<file path="config.mk">
export PLATFORM = sky130hd
export DESIGN_NAME = nic_top
export DESIGN_NICKNAME = d
export VERILOG_FILES = /design/src/rtl/nic_pkg.sv /design/src/rtl/nic_regs.sv /design/src/rtl/nic_inservice.sv /design/src/rtl/nic_arbiter.sv /design/src/rtl/nic_top.sv
export SDC_FILE = /design/constraint.sdc
export NUM_CORES = 1
export LEC_CHECK = 0
export BUFFER_PORTS_ARGS = -buffer_cell sky130_fd_sc_hd__buf_2
export CAP_MARGIN = 10
export CELL_PAD_IN_SITES_DETAIL_PLACEMENT = 1
export CELL_PAD_IN_SITES_GLOBAL_PLACEMENT = 2
export CORE_MARGIN = 8
export CORE_UTILIZATION = 27
export DETAILED_ROUTE_END_ITERATION = 10
export PLACE_DENSITY_LB_ADDON = 0.12
export SYNTH_ARGS = -nofsm -noshare
export SYNTH_HDL_FRONTEND = slang
export SYNTH_SLANG_ARGS = --single-unit
</file>
<file path="constraint.sdc">
create_clock -name clk -period 2.3 [get_ports clk]
set_clock_uncertainty 0.15 [all_clocks]
set_input_delay 0.115 -clock clk [delete_from_list [all_inputs] [get_ports clk]]
set_output_delay 0.115 -clock clk [all_outputs]
set_load 0.01 [all_outputs]
</file>
<file path="src/rtl/nic_pkg.sv">
// Shared constants, register addresses and the end-of-interrupt type decode.
// Assumes type values are 8 bits and channel numbers fit in 4 bits.
package nic_pkg;
    localparam int NCH  = 15;
    localparam int CHW  = 4;
    localparam int TW   = 8;
    localparam int NTMR = 3;
    localparam int NDMA = 2;
    localparam int NPIO = 8;
    localparam int NEXT = 9;
    localparam int NPER = 10;

    localparam int CH_TMR = 0;
    localparam int CH_MUX = 9;
    localparam int CH_SHR = 14;

    localparam logic [TW-1:0] T_TMR_BASE = 8'h08;
    localparam logic [TW-1:0] T_CH_BASE  = 8'h20;
    localparam logic [TW-1:0] T_DMA_BASE = 8'h30;

    typedef enum logic [1:0] {
        A_CHMASK = 2'd0,
        A_SHMASK = 2'd1,
        A_MUXSEL = 2'd2,
        A_EOI    = 2'd3
    } reg_addr_e;

    typedef struct packed {
        logic           hit;
        logic [CHW-1:0] ch;
    } eoi_dec_t;

    // Map a type value to its channel; hit is low when no channel owns it.
    function automatic eoi_dec_t eoi_decode(input logic [TW-1:0] t);
        eoi_dec_t   d;
        logic [TW-1:0] off;
        d.hit = 1'b0;
        d.ch  = '0;
        off   = t - T_CH_BASE;
        if (t >= T_TMR_BASE && t < T_TMR_BASE + TW'(NTMR)) begin
            d.hit = 1'b1;
            d.ch  = CHW'(CH_TMR);
        end else if (t > T_CH_BASE && t < T_CH_BASE + TW'(NCH)) begin
            d.hit = 1'b1;
            d.ch  = off[CHW-1:0];
        end else if (t >= T_DMA_BASE && t < T_DMA_BASE + TW'(NDMA)) begin
            d.hit = 1'b1;
            d.ch  = CHW'(CH_MUX);
        end
        return d;
    endfunction
endpackage

</file>
<file path="src/rtl/nic_regs.sv">
// Software-visible control registers: channel mask, shared-source mask,
// channel 9 source select, plus decode of end-of-interrupt writes.
// Assumes single-cycle write strobes.
module nic_regs
    import nic_pkg::*;
(
    input  logic           clk,
    input  logic           rst_n,
    input  logic           wr_en,
    input  logic [1:0]     wr_addr,
    input  logic [NCH-1:0] wr_data,
    output logic [NCH-1:0] chmask,
    output logic [NCH-1:0] shmask,
    output logic           mux_dma,
    output logic           eoi_hit,
    output logic [CHW-1:0] eoi_ch
);
    eoi_dec_t dec;

    // Hold the mask and select registers.
    always_ff @(posedge clk) begin
        if (!rst_n) begin
            chmask  <= '0;
            shmask  <= '1;
            mux_dma <= 1'b0;
        end else if (wr_en) begin
            case (reg_addr_e'(wr_addr))
                A_CHMASK: chmask  <= wr_data;
                A_SHMASK: shmask  <= wr_data;
                A_MUXSEL: mux_dma <= wr_data[0];
                default:  ;
            endcase
        end
    end

    // Turn an end-of-interrupt write into a channel clear request.
    always_comb begin
        dec     = eoi_decode(wr_data[TW-1:0]);
        eoi_hit = wr_en && (reg_addr_e'(wr_addr) == A_EOI) && dec.hit;
        eoi_ch  = dec.ch;
    end


    shmask_write_chk: assert property (@(posedge clk) disable iff (!rst_n)
        (wr_en && wr_addr == 2'd1) |=> (shmask == $past(wr_data)));
endmodule

</file>
<file path="src/rtl/nic_inservice.sv">
// One in-service flag per channel: set on acknowledge, cleared by a
// decoded end-of-interrupt. A set and a clear in the same cycle both apply.
module nic_inservice
    import nic_pkg::*;
(
    input  logic           clk,
    input  logic           rst_n,
    input  logic           set_en,
    input  logic [CHW-1:0] set_ch,
    input  logic           clr_en,
    input  logic [CHW-1:0] clr_ch,
    output logic [NCH-1:0] is_q
);
    logic [NCH-1:0] set_v, clr_v;

    // Expand the set and clear channel numbers to vectors.
    always_comb begin
        set_v = '0;
        clr_v = '0;
        if (set_en) set_v[set_ch] = 1'b1;
        if (clr_en) clr_v[clr_ch] = 1'b1;
    end

    // Update the in-service flags.
    always_ff @(posedge clk) begin
        if (!rst_n) is_q <= '0;
        else        is_q <= (is_q & ~clr_v) | set_v;
    end


    set_marks_chk: assert property (@(posedge clk) disable iff (!rst_n)
        set_en |=> is_q[$past(set_ch)]);

    eoi_clears_chk: assert property (@(posedge clk) disable iff (!rst_n)
        (clr_en && is_q[clr_ch] && !(set_en && set_ch == clr_ch)) |=> !is_q[$past(clr_ch)]);

    stray_eoi_chk: assert property (@(posedge clk) disable iff (!rst_n)
        (clr_en && !is_q[clr_ch] && !set_en) |=> $stable(is_q));
endmodule

</file>
<file path="src/rtl/nic_arbiter.sv">
// Maps sources onto channels, applies masks and in-service blocking, and
// picks the highest-priority (lowest-numbered) eligible channel and its type.
// Purely combinational; clk/rst_n are used only by the checks.
module nic_arbiter
    import nic_pkg::*;
(
    input  logic            clk,
    input  logic            rst_n,
    input  logic [NTMR-1:0] tmr,
    input  logic [NDMA-1:0] dma,
    input  logic [NEXT-1:0] ext,
    input  logic [NPIO-1:0] pio,
    input  logic [NPER-1:0] per,
    input  logic [NCH-1:0]  chmask,
    input  logic [NCH-1:0]  shmask,
    input  logic            mux_dma,
    input  logic [NCH-1:0]  is_q,
    output logic            found,
    output logic [CHW-1:0]  win_ch,
    output logic [TW-1:0]   win_type
);
    localparam int NSH = NPIO + 7;

    logic [NCH-1:0] raw, elig;
    logic [NSH-1:0] sh_src;
    logic           acc;

    // Gather each channel's raw request from its sources.
    always_comb begin
        sh_src = {ext[7:1], pio};
        raw    = '0;
        raw[CH_TMR] = |tmr;
        raw[1]      = ext[0];
        raw[2]      = ext[8];
        for (int k = 0; k < 6; k++) raw[3 + k] = per[k];
        raw[CH_MUX] = mux_dma ? |dma : ext[4];
        for (int k = 0; k < 4; k++) raw[10 + k] = per[6 + k];
        raw[CH_SHR] = |(sh_src & ~shmask);
    end

    // Block a channel when it or any higher-priority channel is in service.
    always_comb begin
        acc = 1'b0;
        for (int c = 0; c < NCH; c++) begin
            acc     = acc | is_q[c];
            elig[c] = raw[c] & ~chmask[c] & ~acc;
        end
    end

    // Select the lowest-numbered eligible channel.
    always_comb begin
        found  = 1'b0;
        win_ch = '0;
        for (int c = NCH - 1; c >= 0; c--) begin
            if (elig[c]) begin
                found  = 1'b1;
                win_ch = CHW'(c);
            end
        end
    end

    // Form the type of the winning channel and source.
    always_comb begin
        win_type = T_CH_BASE + TW'(win_ch);
        if (win_ch == CHW'(CH_TMR)) begin
            win_type = T_TMR_BASE;
            for (int k = NTMR - 1; k >= 0; k--)
                if (tmr[k]) win_type = T_TMR_BASE + TW'(k);
        end else if (win_ch == CHW'(CH_MUX) && mux_dma) begin
            win_type = T_DMA_BASE;
            for (int k = NDMA - 1; k >= 0; k--)
                if (dma[k]) win_type = T_DMA_BASE + TW'(k);
        end
    end


    masked_never_wins_chk: assert property (@(posedge clk) disable iff (!rst_n)
        found |-> !chmask[win_ch]);

    not_blocked_chk: assert property (@(posedge clk) disable iff (!rst_n)
        found |-> !is_q[win_ch]);

    shared_has_source_chk: assert property (@(posedge clk) disable iff (!rst_n)
        (found && win_ch == CHW'(CH_SHR)) |-> ((sh_src & ~shmask) != '0));
endmodule

</file>
<file path="src/rtl/nic_top.sv">
// Nested priority interrupt controller top: registers, arbiter and
// in-service flags; gates the request with the global enable and latches
// the type on acknowledge. Assumes inta_i is a one-cycle pulse.
module nic_top
    import nic_pkg::*;
(
    input  logic        clk,
    input  logic        rst_n,
    input  logic        ien_i,
    input  logic [2:0]  timer_req_i,
    input  logic [1:0]  dma_req_i,
    input  logic [8:0]  ext_req_i,
    input  logic [7:0]  pio_req_i,
    input  logic [9:0]  periph_req_i,
    input  logic        wr_en_i,
    input  logic [1:0]  wr_addr_i,
    input  logic [14:0] wr_data_i,
    input  logic        inta_i,
    output logic        intr_o,
    output logic [7:0]  int_type_o
);
    logic [NCH-1:0] chmask, shmask, is_q;
    logic           mux_dma, eoi_hit, found, take;
    logic [CHW-1:0] eoi_ch, win_ch;
    logic [TW-1:0]  win_type;

    nic_regs u_regs (
        .clk(clk), .rst_n(rst_n), .wr_en(wr_en_i), .wr_addr(wr_addr_i),
        .wr_data(wr_data_i), .chmask(chmask), .shmask(shmask),
        .mux_dma(mux_dma), .eoi_hit(eoi_hit), .eoi_ch(eoi_ch)
    );

    nic_arbiter u_arb (
        .clk(clk), .rst_n(rst_n), .tmr(timer_req_i), .dma(dma_req_i),
        .ext(ext_req_i), .pio(pio_req_i), .per(periph_req_i),
        .chmask(chmask), .shmask(shmask), .mux_dma(mux_dma), .is_q(is_q),
        .found(found), .win_ch(win_ch), .win_type(win_type)
    );

    nic_inservice u_is (
        .clk(clk), .rst_n(rst_n), .set_en(take), .set_ch(win_ch),
        .clr_en(eoi_hit), .clr_ch(eoi_ch), .is_q(is_q)
    );

    // Gate the request and qualify the acknowledge.
    always_comb begin
        intr_o = ien_i & found;
        take   = inta_i & intr_o;
    end

    // Latch the type of the acknowledged interrupt.
    always_ff @(posedge clk) begin
        if (!rst_n)    int_type_o <= '0;
        else if (take) int_type_o <= win_type;
    end


    enable_gates_chk: assert property (@(posedge clk) disable iff (!rst_n)
        !ien_i |-> !intr_o);

    type_latched_chk: assert property (@(posedge clk) disable iff (!rst_n)
        take |=> (int_type_o == $past(win_type)));

    idle_ack_chk: assert property (@(posedge clk) disable iff (!rst_n)
        (inta_i && !intr_o) |=> $stable(int_type_o));
endmodule

</file>
==> metrics.md <==
| Metric | Value |
|---|---|
| Fin. max-slew vios | 0 |
| Synth top area share | 37.3% |
| Clock transition at the registers of the reported paths | ~0.11 ns |
| RSZ-0062 raised after global routing | true |
| CTS Buffer Depth | 2 |
| Hold_sp | wr_data_i[3] |
| Largest area contributor in the netlist | dfxtp_1 |
| Final period utilization | 111% |
| CTS tree | done |
| Critical-path cell list | or4_4 -> buf_6 -> nor3b_4 -> buf_4 -> nand4b_1 -> o211ai_1 -> buf_4 -> buf_6 -> nand2b_4 -> a21oi_2 |
| Synth warn | 0 |
| GPL Wtd Cong | 0.825 |
| Pre-CTS setup slack | -0.266 ns |
| Met3 routed WL | about 260 µm |
| Nets | 553 |
| Fmax achieved | 0.391 GHz |
| Syn avg cell area | roughly 7.5 µm² |
| Initial antenna violation count | 0 |
| DRC | 0 |
| Hold Path End | u_regs.chmask[3]$_SDFFE_PN0P_ |
| Layout cell share with drive strength beyond 1 | between 30% and 40% |
| Power per cell area | 539 nW/µm² |
| Synth Register Bits | 52 |
| Max cap viols | 0 |
| DRT met1 WL | 5000 µm |
| Global-route wire length before repair | 17600 µm |
| Placed Area | 3580 µm² |
| CP Launch Type | flop |
| Input/output buffers | 60 |
| Final ANT Viol Nets | 0 |
| CTS H-Tree Depth | 2 |
| Outcome | finished with violations |
| Grt ovf | 0 |
| CTS buffer count | 5 |
| Post-synth EDFFs | 0 |
| Post-layout util | around 40% |
| Ys flop type | dfxtp_1 |
| Post-placement cell count | 603 |
| Worst R2R Start | u_is.is_q[3]$_SDFF_PN0_ |
| Metal2 WL | 5240 µm |
| Die X | 118 µm |
| Setup-failing EPs final | 21 |
| Leak Pwr | 1.74 nW |
| Top layer in use | met4 |
| Critical path's slowest cell | or4_4 |
| FILL cells | 1276 |
| Tmin final | 2.56 ns |
| Vias | between 3000 and 4000 |
| Post-route cell area | 4090 µm² |
| Final worst setup slack | -0.261 ns |
| Critical path buffers and inverters | 4 |
| Area growth syn-to-layout | 46.6% |
| Required time worst endpoint | 2.34 ns |
| Worst r2r path cells | 10 |
| RR Endpoint | u_is.is_q[4]$_SDFF_PN0_ |
| GRT Total Usage | 15.6% |
| Measured slew at the worst slew-check pin | 0.745 ns |
| Worst R2R Setup Slack | -0.26 ns |
| Worst setup EP type | flop |
| Crit Path Max Fanout | 4 |
| Die ar. | around 14000 µm² |
| I/O pins | 63 |
| Hold Crit Class | in2reg |
| Vias per cell | 4.93 |
| Critical path type | reg2reg |
| Cells after Synth | 374 |
| Most frequent cells in the layout | nand2_1, buf_2, buf_4, dfxtp_1, a21oi_1 |
| CTS Sinks | 52 |
| Drt first pass iters | 6 |
| Post-synthesis async set-or-reset flop share | 0% |
| WL final | 10600 µm |
| Die H | 118 µm |
| N_diodes | 0 |
| Pin count of the biggest net entering global routing | 35 |
| Slew headroom | 50.3% |
| Initial DRC Count | 54 |
| Most common cell after layout, fill and taps aside | nand2_1 |
| Worst vdd ir | 0.000288 V |
| Largest delay share family, worst path | simple AND/OR/NAND/NOR gates |
| Final Hold Violating Endpoints | 0 |
| Vias in the first global route | around 3400 |
| CP max stage delay | 0.58 ns |
| Failing checks | negative setup slack |
| Sequential fraction of the synthesis area | 37.3% |
| Total power | 0.00221 W |
| Number of cell rows | 37 |
| HPWL after DPL | 8320 µm |
| Initial core utilization | 27.4% |
| Final Instance Count excl. Fillers | about 640 |
| Cell Area, Synth | 2790 µm² |
| Unique masters post-synth | 55 |
| Clk_lat worst skew | 0.31 ns |
| Core area | 10200 µm² |
| Root Buffer Master | clkbuf_8 |
| Hold-critical path depth | 3 |
| WL/cell | 16.7 µm |
| Arrival time at the worst endpoint | approximately 2.6 ns |
| Synth area leaders | dfxtp_1, nand2_1, a21oi_1 |
flip-flops by register name, indices dropped and copies added (netlist names):
| signal | cells |
|---|---|
| u_regs.shmask | 15 |
| int_type_o | 6 |
| u_regs.chmask | 15 |
| u_is.is_q | 15 |
| u_regs.mux_dma | 1 |
synthesized netlist by cell type (3+ instances only):
| master | count |
|---|---|
| o211ai_1 | 7 |
| nand3_1 | 27 |
| o2111ai_1 | 3 |
| nor4_1 | 4 |
| and3_1 | 3 |
| nand2b_1 | 10 |
| a21o_1 | 3 |
| o21ai_0 | 22 |
| a21oi_1 | 41 |
| nand3b_1 | 4 |
| or3b_2 | 3 |
| nor3b_1 | 5 |
| nor2_1 | 13 |
| o21a_1 | 4 |
| or3_1 | 4 |
| dfxtp_1 | 52 |
| clkbuf_1 | 16 |
| nor3_1 | 10 |
| nand2_1 | 75 |
| inv_1 | 12 |
| nor2b_1 | 10 |
| and2_1 | 5 |
how the worst max path moves through the flow:
stage                                             start                          to  slack (ns)  cells past startpoint
after floorplan                 u_is.is_q[1]$_SDFF_PN0_  int_type_o[1]$_SDFFE_PN0P_       -0.09                      7
after global placement    u_regs.shmask[1]$_SDFFE_PN1P_  int_type_o[0]$_SDFFE_PN0P_       -0.20                      8
after detailed placement  u_regs.shmask[1]$_SDFFE_PN1P_  int_type_o[0]$_SDFFE_PN0P_       -0.27                      8
after CTS                       u_is.is_q[2]$_SDFF_PN0_  int_type_o[0]$_SDFFE_PN0P_       -0.29                      8
after global routing            u_is.is_q[3]$_SDFF_PN0_     u_is.is_q[4]$_SDFF_PN0_       -0.40                     10
final                           u_is.is_q[3]$_SDFF_PN0_     u_is.is_q[4]$_SDFF_PN0_       -0.26                     10
stage by stage:
step           TNS (ns)  hold slack (ns)
2_1_floorplan    -0.131           0.0890
3_3_place_gp      -1.87            0.199
3_5_place_dp      -2.70            0.212
4_1_cts           -3.56          0.00651
5_1_grt           -6.70           0.0109
6_report          -3.83           0.0139
metal layers:
layer | up-vias | track usage, %
met5 | - | 0
met4 | 0 | 3.36
met2 | 44 | 26.9
met3 | 9 | 2.69
li1 | 1568 | -
met1 | 1517 | 19.7
cell type report:
class,instances,area (µm²),share of cell area (%)
multi-input combinational,291,1800,44.0
sequential,52,1050,25.6
timing repair buffer,135,926,22.6
tap,136,170,4.16
clock buffer,5,68.8,1.68
inverter,14,55.1,1.34
clock inverter,3,27.5,0.672
power breakdown:
part           leakage [nW]  internal (W)  switching [W]
clock network        0.0463      0.000225       0.000353
registers             0.424      0.000934      0.0000189
logic                  1.27      0.000341       0.000336
total                  1.74       0.00150       0.000708
kinds of logic (layout without fill, tap and decap cells):
group | after synthesis | count (layout) | synth area share (%)
AO/OA/AOI/OAI | 101 | 101 | 22.9
flip-flops | 52 | 52 | 37.3
AND/OR/NAND/NOR | 185 | 185 | 33.9
buffers and inverters | 32 | 157 | 4.57
other | 1 | 2 | 0.134
multiplexers | 3 | 3 | 1.25
what timing repair did:
| item | CTS | global route |
|---|---|---|
| endpoints found under the setup margin | 21 | 22 |
| resized for setup | 26 | 24 |
| hold buffers | 13 | 0 |
| setup buffers | 8 | 4 |
| pin swaps | 20 | 25 |
| endpoints found under the hold margin | 24 | 0 |
tightest hold or removal path: cells and delay by family:
| family | cells | cell delay (ns) |
|---|---|---|
| AO/OA/AOI/OAI | 1 | 0.06 |
| AND/OR/NAND/NOR | 1 | 0.09 |
| buffers and inverters | 1 | 0.16 |
Power figures use the tool's default switching activity.
